<file path="config.mk">
export PLATFORM = sky130hd
export DESIGN_NAME = blk_load_dma
export DESIGN_NICKNAME = d
export VERILOG_FILES = /design/src/rtl/dma_pkg.sv /design/src/rtl/dma_regs.sv /design/src/rtl/dma_seq.sv /design/src/rtl/dma_wr_route.sv /design/src/rtl/blk_load_dma.sv
export SDC_FILE = /design/constraint.sdc
export NUM_CORES = 1
export LEC_CHECK = 0
export BUFFER_PORTS_ARGS = -buffer_cell sky130_fd_sc_hd__buf_2
export CORE_UTILIZATION = 45
export DETAILED_ROUTE_END_ITERATION = 16
export GPL_TIMING_DRIVEN = 0
export PLACE_DENSITY = 0.74
export SYNTH_ARGS = -nofsm -noshare
export SYNTH_HDL_FRONTEND = slang
export SYNTH_HIERARCHICAL = 1
export SYNTH_SLANG_ARGS = --single-unit
</file>
<file path="constraint.sdc">
create_clock -name clk_i -period 5.9 [get_ports clk_i]
set_input_delay 0.295 -clock clk_i [delete_from_list [all_inputs] [get_ports clk_i]]
set_output_delay 0.295 -clock clk_i [all_outputs]
set_load 0.01 [all_outputs]
</file>
<file path="src/rtl/dma_pkg.sv">
package dma_pkg;
  typedef enum logic [1:0] {
    TGT_IMEM_SEC = 2'd0,
    TGT_IMEM_NS  = 2'd1,
    TGT_DMEM     = 2'd2,
    TGT_BAD      = 2'd3
  } tgt_e;

  typedef enum logic [1:0] {S_IDLE, S_REQ, S_RESP} seq_st_e;

  localparam logic [2:0] REG_CTRL = 3'd0;
  localparam logic [2:0] REG_BLO  = 3'd1;
  localparam logic [2:0] REG_BHI  = 3'd2;
  localparam logic [2:0] REG_DST  = 3'd3;
  localparam logic [2:0] REG_SRC  = 3'd4;
  localparam logic [2:0] REG_CMD  = 3'd5;

  localparam logic [2:0] SIZE_UNIT  = 3'h6;
  localparam int         UNIT_BYTES = 256;
endpackage

</file>
<file path="src/rtl/dma_regs.sv">
module dma_regs
  import dma_pkg::*;
#(
  parameter int LOFS_W = 16,
  parameter int HI_W   = 9
) (
  input  logic              clk_i,
  input  logic              rst_ni,
  input  logic              reg_we_i,
  input  logic [2:0]        reg_addr_i,
  input  logic [31:0]       reg_wdata_i,
  input  logic              busy_i,
  output logic [31:0]       reg_rdata_o,
  output logic [31:0]       base_lo_o,
  output logic [HI_W-1:0]   base_hi_o,
  output logic [LOFS_W-1:0] dst_ofs_o,
  output logic [31:0]       src_ofs_o,
  output tgt_e              tgt_o,
  output logic              start_o
);
  logic [31:0]       base_lo_q, src_q;
  logic [HI_W-1:0]   base_hi_q;
  logic [LOFS_W-1:0] dst_q;
  logic              err_q;
  logic              cmd_wr, cmd_ok, clr_err;

  assign cmd_wr  = reg_we_i && (reg_addr_i == REG_CMD);
  assign tgt_o   = tgt_e'(reg_wdata_i[5:4]);
  assign cmd_ok  = (reg_wdata_i[2:0] == SIZE_UNIT) && (tgt_o != TGT_BAD)
                && (dst_q[7:0] == 8'h00) && (src_q[7:0] == 8'h00);
  assign start_o = cmd_wr && cmd_ok && !busy_i;
  assign clr_err = reg_we_i && (reg_addr_i == REG_CTRL) && (reg_wdata_i == 32'h0);

  always_ff @(posedge clk_i or negedge rst_ni) begin
    if (!rst_ni) begin
      base_lo_q <= '0;
      base_hi_q <= '0;
      dst_q     <= '0;
      src_q     <= '0;
      err_q     <= 1'b0;
    end else begin
      if (reg_we_i) begin
        case (reg_addr_i)
          REG_BLO: base_lo_q <= reg_wdata_i;
          REG_BHI: base_hi_q <= reg_wdata_i[HI_W-1:0];
          REG_DST: dst_q     <= reg_wdata_i[LOFS_W-1:0];
          REG_SRC: src_q     <= reg_wdata_i;
          default: ;
        endcase
      end
      if (cmd_wr && (busy_i || !cmd_ok)) err_q <= 1'b1;
      else if (clr_err)                  err_q <= 1'b0;
    end
  end

  always_comb begin
    case (reg_addr_i)
      REG_BLO: reg_rdata_o = base_lo_q;
      REG_BHI: reg_rdata_o = 32'(base_hi_q);
      REG_DST: reg_rdata_o = 32'(dst_q);
      REG_SRC: reg_rdata_o = src_q;
      REG_CMD: reg_rdata_o = {30'h0, err_q, !busy_i};
      default: reg_rdata_o = 32'h0;
    endcase
  end

  assign base_lo_o = base_lo_q;
  assign base_hi_o = base_hi_q;
  assign dst_ofs_o = dst_q;
  assign src_ofs_o = src_q;

  assert_busy_cmd_err_R7: assert property (@(posedge clk_i) disable iff (!rst_ni)
    (cmd_wr && busy_i) |=> err_q);
  assert_bad_size_err_R8: assert property (@(posedge clk_i) disable iff (!rst_ni)
    (cmd_wr && reg_wdata_i[2:0] != SIZE_UNIT) |=> (err_q && !$rose(busy_i)));
  assert_clear_err_R10: assert property (@(posedge clk_i) disable iff (!rst_ni)
    clr_err |=> !err_q);
endmodule

</file>
<file path="src/rtl/dma_seq.sv">
module dma_seq
  import dma_pkg::*;
#(
  parameter int EXT_AW = 49,
  parameter int WAW    = 14,
  parameter int BEATS  = 64
) (
  input  logic              clk_i,
  input  logic              rst_ni,
  input  logic              start_i,
  input  tgt_e              tgt_i,
  input  logic [EXT_AW-1:0] ext_addr_i,
  input  logic [WAW-1:0]    word_base_i,
  output logic              busy_o,
  output logic              req_valid_o,
  input  logic              req_ready_i,
  output logic [EXT_AW-1:0] req_addr_o,
  input  logic              rsp_valid_i,
  output logic              beat_we_o,
  output logic [WAW-1:0]    beat_waddr_o,
  output tgt_e              tgt_o
);
  localparam int BW = $clog2(BEATS);

  seq_st_e           st_q;
  logic [EXT_AW-1:0] addr_q;
  logic [WAW-1:0]    wbase_q;
  logic [BW-1:0]     beat_q;
  tgt_e              tgt_q;

  always_ff @(posedge clk_i or negedge rst_ni) begin
    if (!rst_ni) begin
      st_q    <= S_IDLE;
      addr_q  <= '0;
      wbase_q <= '0;
      beat_q  <= '0;
      tgt_q   <= TGT_IMEM_SEC;
    end else begin
      case (st_q)
        S_IDLE: if (start_i) begin
          addr_q  <= ext_addr_i;
          wbase_q <= word_base_i;
          tgt_q   <= tgt_i;
          beat_q  <= '0;
          st_q    <= S_REQ;
        end
        S_REQ: if (req_ready_i) st_q <= S_RESP;
        S_RESP: if (rsp_valid_i) begin
          beat_q <= beat_q + 1'b1;
          if (beat_q == BW'(BEATS - 1)) st_q <= S_IDLE;
        end
        default: st_q <= S_IDLE;
      endcase
    end
  end

  assign busy_o       = (st_q != S_IDLE);
  assign req_valid_o  = (st_q == S_REQ);
  assign req_addr_o   = addr_q;
  assign beat_we_o    = (st_q == S_RESP) && rsp_valid_i;
  assign beat_waddr_o = wbase_q + WAW'(beat_q);
  assign tgt_o        = tgt_q;

  assert_start_busy_R6: assert property (@(posedge clk_i) disable iff (!rst_ni)
    start_i |=> busy_o);
  assert_req_hold_R2: assert property (@(posedge clk_i) disable iff (!rst_ni)
    (req_valid_o && !req_ready_i) |=> (req_valid_o && $stable(req_addr_o)));
  assert_req_aligned_R2: assert property (@(posedge clk_i) disable iff (!rst_ni)
    req_valid_o |-> (req_addr_o[7:0] == 8'h00));
endmodule

</file>
<file path="src/rtl/dma_wr_route.sv">
module dma_wr_route
  import dma_pkg::*;
#(
  parameter int WAW   = 14,
  parameter int TAG_W = 8
) (
  input  logic             clk_i,
  input  logic             rst_ni,
  input  logic             beat_we_i,
  input  logic [WAW-1:0]   beat_waddr_i,
  input  logic [31:0]      beat_data_i,
  input  tgt_e             tgt_i,
  output logic             imem_we_o,
  output logic             imem_secure_o,
  output logic [WAW-1:0]   imem_addr_o,
  output logic [TAG_W-1:0] imem_tag_o,
  output logic [31:0]      imem_wdata_o,
  output logic             dmem_we_o,
  output logic [WAW-1:0]   dmem_addr_o,
  output logic [31:0]      dmem_wdata_o
);
  logic           iwe_q, dwe_q, sec_q;
  logic [WAW-1:0] addr_q;
  logic [31:0]    data_q;

  always_ff @(posedge clk_i or negedge rst_ni) begin
    if (!rst_ni) begin
      iwe_q  <= 1'b0;
      dwe_q  <= 1'b0;
      sec_q  <= 1'b0;
      addr_q <= '0;
      data_q <= '0;
    end else begin
      iwe_q <= beat_we_i && (tgt_i == TGT_IMEM_SEC || tgt_i == TGT_IMEM_NS);
      dwe_q <= beat_we_i && (tgt_i == TGT_DMEM);
      if (beat_we_i) begin
        sec_q  <= (tgt_i == TGT_IMEM_SEC);
        addr_q <= beat_waddr_i;
        data_q <= beat_data_i;
      end
    end
  end

  assign imem_we_o     = iwe_q;
  assign imem_secure_o = sec_q;
  assign imem_addr_o   = addr_q;
  assign imem_tag_o    = addr_q[WAW-1:WAW-TAG_W];  // page of a word-aligned unit
  assign imem_wdata_o  = data_q;
  assign dmem_we_o     = dwe_q;
  assign dmem_addr_o   = addr_q;
  assign dmem_wdata_o  = data_q;

  assert_beat_written_R3: assert property (@(posedge clk_i) disable iff (!rst_ni)
    beat_we_i |=> (imem_we_o || dmem_we_o));
  assert_one_port_R4: assert property (@(posedge clk_i) disable iff (!rst_ni)
    $onehot0({imem_we_o, dmem_we_o}));
endmodule

</file>
<file path="src/rtl/blk_load_dma.sv">
module blk_load_dma
  import dma_pkg::*;
#(
  parameter int LOFS_W = 16,
  parameter int EXT_AW = 49,
  localparam int HI_W  = EXT_AW - 40,
  localparam int WAW   = LOFS_W - 2,
  localparam int TAG_W = LOFS_W - 8
) (
  input  logic              clk_i,
  input  logic              rst_ni,
  input  logic              reg_we_i,
  input  logic [2:0]        reg_addr_i,
  input  logic [31:0]       reg_wdata_i,
  output logic [31:0]       reg_rdata_o,
  output logic              req_valid_o,
  input  logic              req_ready_i,
  output logic [EXT_AW-1:0] req_addr_o,
  input  logic              rsp_valid_i,
  input  logic [31:0]       rsp_data_i,
  output logic              imem_we_o,
  output logic              imem_secure_o,
  output logic [WAW-1:0]    imem_addr_o,
  output logic [TAG_W-1:0]  imem_tag_o,
  output logic [31:0]       imem_wdata_o,
  output logic              dmem_we_o,
  output logic [WAW-1:0]    dmem_addr_o,
  output logic [31:0]       dmem_wdata_o
);
  localparam int BEATS = UNIT_BYTES / 4;

  logic [31:0]       base_lo, src_ofs;
  logic [HI_W-1:0]   base_hi;
  logic [LOFS_W-1:0] dst_ofs;
  logic [EXT_AW-1:0] ext_addr;
  logic [WAW-1:0]    beat_waddr;
  logic              busy, start, beat_we;
  tgt_e              cmd_tgt, run_tgt;

  dma_regs #(.LOFS_W(LOFS_W), .HI_W(HI_W)) u_regs (
    .clk_i, .rst_ni, .reg_we_i, .reg_addr_i, .reg_wdata_i,
    .busy_i(busy), .reg_rdata_o,
    .base_lo_o(base_lo), .base_hi_o(base_hi), .dst_ofs_o(dst_ofs),
    .src_ofs_o(src_ofs), .tgt_o(cmd_tgt), .start_o(start)
  );

  assign ext_addr = {base_hi, base_lo, 8'h00} + EXT_AW'(src_ofs);

  dma_seq #(.EXT_AW(EXT_AW), .WAW(WAW), .BEATS(BEATS)) u_seq (
    .clk_i, .rst_ni, .start_i(start), .tgt_i(cmd_tgt),
    .ext_addr_i(ext_addr), .word_base_i(dst_ofs[LOFS_W-1:2]),
    .busy_o(busy), .req_valid_o, .req_ready_i, .req_addr_o,
    .rsp_valid_i, .beat_we_o(beat_we), .beat_waddr_o(beat_waddr), .tgt_o(run_tgt)
  );

  dma_wr_route #(.WAW(WAW), .TAG_W(TAG_W)) u_route (
    .clk_i, .rst_ni, .beat_we_i(beat_we), .beat_waddr_i(beat_waddr),
    .beat_data_i(rsp_data_i), .tgt_i(run_tgt),
    .imem_we_o, .imem_secure_o, .imem_addr_o, .imem_tag_o, .imem_wdata_o,
    .dmem_we_o, .dmem_addr_o, .dmem_wdata_o
  );

  assert_idle_no_write_R1: assert property (@(posedge clk_i) disable iff (!rst_ni)
    (!busy && !$past(busy)) |-> !(imem_we_o || dmem_we_o));
endmodule

</file>
==> metrics.yaml <==
final_layout:
  final_net_count: 1328
  syn_to_final_growth_pct: 22.0
  drive_gt1_frac: 0.490
  design_area_sq_mm: 0.0144
  fillers: 2096
  ff_latch_area_sq_mm: 0.00531
  multi_input_area_sq_mm: 0.00565
clock_tree:
  cts_tree: "built"
  clock_latency_ns: 0.52
  cts_sinks: 212
  cts-root-buf: "clkbuf_16"
  clkTransAtPathRegs_ns: 0.06
  cts-buffers-inserted: 24
  clk_path_buf_depth: 3
  htreeDepth: 1
  postCtsSetupBuffers: 0
synthesis:
  synth_top_area_frac: 0.450
  yosysSeqAreaShare: 0.450
  syn_inst: 931
  yosys_warnings: 6
  synthesis.area_sq_mm: 0.0118
  syn_nets: 1036
  synth.avg_cell_area_sq_um: 12.7
  synth_ff_type: "dfrtp_1"
  synth_seq_cells: 212
  yosysUniqueCellTypes: 71
  synth_top_area_cell: "dfrtp_1"
  synth_area_leaders: "dfrtp_1 45%, mux2_4 15%, mux2_2 8.7%"
  async_flop_share: 1.00
  synth_edf_count: 0
worst_setup_path:
  cp.required_ns: 6.30
  path_cells: "ha_1 -> fa_1 -> a21oi_1 -> o22ai_1 -> o21ai_2 -> a21oi_2 -> o21ai_2 -> a211oi_1 -> xor2_1 -> mux2_4"
  slowest_delay_ns: 0.42
  slowest_stage: "dfrtp_1"
  cp_common_cell: "o21ai_2"
  critPathMaxFanout: 8
  path_class: "flip-flop to flip-flop"
  crit_path_start_kind: "flip-flop"
  cp-end-kind: "flip-flop"
  arrival_ns: 3.44
  regToRegSetupSlack_ns: 2.86
global_routing:
  track_usage: 0.223
  grt_pass1_wl_microns: 46100
  overflow: 0
  antenna_found_initial: 3
  grt_pass1_vias: 8208
  grt_max_degree: 114
pwr:
  finalPower_w: 0.00461
  leakage_nw: 7.38
  power_density_mw_per_mm2: 320
  vdd_drop_max_uv: 199
place:
  placed_cell_area_sq_mm: 0.0135
  gp_congestion: 0.883
  port_buffers: 255
  preCtsSetupSlack_ns: 2.91
  dp_hpwl_microns: 22600
routing:
  wl_per_cell_microns: 19.3
  ant_nets: 0
  drtPass1Iterations: 5
  drc: 0
  wirelength_microns: 30300
  via_per_inst: 5.43
  drt-initial-drc-count: 474
  vias: 8528
sta:
  final.period_utilization: 0.516
  min_period_ns: 3.04
  finClkSkew_ns: 0.0133
  worst_pin_slew_ns: 0.758
  slew_headroom: 0.495
  setup_violations: 0
  hold_viol_final: 0
  fin_ws_ns: 2.86
  fin_setup_tns_ns: 0
  slew_violations: 0
  timing.fmax_mhz: 329
  rsz0062_at_grt: "no"
floorplanning:
  fp.dieH_microns: 164
  fp.dieW_microns: 164
  ios: 257
  rows: 58
  coreArea_sq_mm: 0.0255
  initial_core_util: 0.463
  die_area_sq_mm: 0.0269
worst_hold_path:
  holdCritPathClass: "input pin to flip-flop"
status:
  run_status: "completed"
run:
  cap_viol_max_count: 0
[what timing repair did]
item                      in CTS  in global routing
resized for setup              0                  0
hold buffers                   9                  1
hold endpoints to repair     107                  1
[placed cells by master (no fill, tap or decap), types with 7 or more instances in the layout]
cell type,count
a211oi_1,7
a21o_1,7
a21oi_1,32
a22o_1,18
a22oi_1,9
a31oi_1,8
and3_1,9
buf_2,259
buf_4,63
buf_6,8
clkbuf_1,11
clkbuf_16,25
dfrtp_1,212
dlygate4sd3_1,10
ha_1,31
inv_1,14
mux2_2,91
mux2_4,117
mux2i_1,9
nand2_1,50
nand3_1,11
nand4_1,10
nor2_1,22
nor2b_1,8
nor4_1,9
o21ai_0,32
xnor2_1,21
xor2_1,25
[sequential cells by signal, indices dropped and copies added (netlist names), 6 cells and up]
register,flops
u_seq/req_addr_o,49
u_regs/dst_ofs_o,16
u_seq/wbase_q,14
u_route/dmem_addr_o,14
u_regs/base_lo_o,32
u_regs/src_ofs_o,32
u_regs/base_hi_o,9
u_route/dmem_wdata_o,32
u_seq/beat_q,6
[worst max-delay path: cells and delay by family (launching register included)]
family | cells | cell delay (ns)
mux | 1 | 0.27
flops | 1 | 0.42
compound gates | 6 | 1.30
fa+ha+maj | 2 | 0.72
xor+xnor | 1 | 0.19
[power by group]
part / switching [W] / internal [W] / total, W
registers: 0.000218 / 0.00164 / 0.00186
logic: 0.000640 / 0.000656 / 0.00130
clock network: 0.000588 / 0.000864 / 0.00145
[Yosys cell counts (7+ instances only)]
cell,number
a22o_1,18
nor2_1,22
buf_4,63
nand2_1,50
a211oi_1,7
dfrtp_1,212
nor4_1,9
nand3_1,11
ha_1,31
a22oi_1,9
mux2i_1,9
a31oi_1,8
buf_6,8
o21ai_0,32
mux2_2,91
nand4_1,10
xnor2_1,21
xor2_1,25
a21oi_1,32
mux2_4,117
a21o_1,7
nor2b_1,8
inv_1,14
and3_1,9
[kinds of logic (layout without fill, tap and decap cells)]
logic type               Yosys count  count (layout)  synth area share
other                              0               2                 0
XOR/XNOR                          46              46            0.0341
flip-flops                       212             212             0.450
multiplexers                     217             217             0.243
buffers and inverters            108             415            0.0713
AO/OA/AOI/OAI                    159             159            0.0927
AND/OR/NAND/NOR                  156             156            0.0727
adder cells (fa/ha/maj)           33              33            0.0363
[path summary, 6_finish.rpt]
| check | start | to | cells past startpoint |
|---|---|---|---|
| setup / recovery | u_regs/base_lo_o[0] | u_seq/req_addr_o[46] | 10 |
| setup reg to reg | u_regs/base_lo_o[0] | u_seq/req_addr_o[46] | 10 |
| hold / removal | rsp_data_i[13] | u_route/dmem_wdata_o[13] | 2 |
| min in group asynchronous | rst_ni | u_route/dmem_wdata_o[0] | 2 |
| hold reg to reg | u_seq/req_addr_o[26] | u_seq/req_addr_o[26] | 1 |
| max in group asynchronous | rst_ni | u_seq/req_addr_o[29] | 3 |
[per-stage QoR]
stage                util  hold WS, ns  cells
CTS                 0.565    0.0000422   1567
detailed placement  0.531        0.374   1517
floorplan               -    -0.000591    931
finish              0.565       0.0127   1570
global placement    0.530        0.489   1516
global route        0.565    0.0000834   1568
[metal layers]
metal / up-vias / track usage / part of all wire
li1: 3945 / - / -
met1: 4195 / 0.285 / 0.42
met2: 330 / 0.383 / 0.49
met3: 56 / 0.0346 / 0.060
met4: 2 / 0.0779 / 0.028
met5: - / 0 / 0.00033
[area by class of cell]
| class | instances | share of cell area |
|---|---|---|
| Timing Repair Buffer | 266 | 0.0982 |
| Multi-Input combinational cell | 611 | 0.393 |
| Inverter | 14 | 0.00365 |
| Sequential cell | 212 | 0.369 |
| Clock inverter | 7 | 0.00443 |
| Antenna cell | 2 | 0.000348 |
| Tap cell | 330 | 0.0287 |
| Clock buffer | 34 | 0.0486 |
| Buffer | 94 | 0.0548 |
Note: power is estimated with default switching activity, not from simulation.
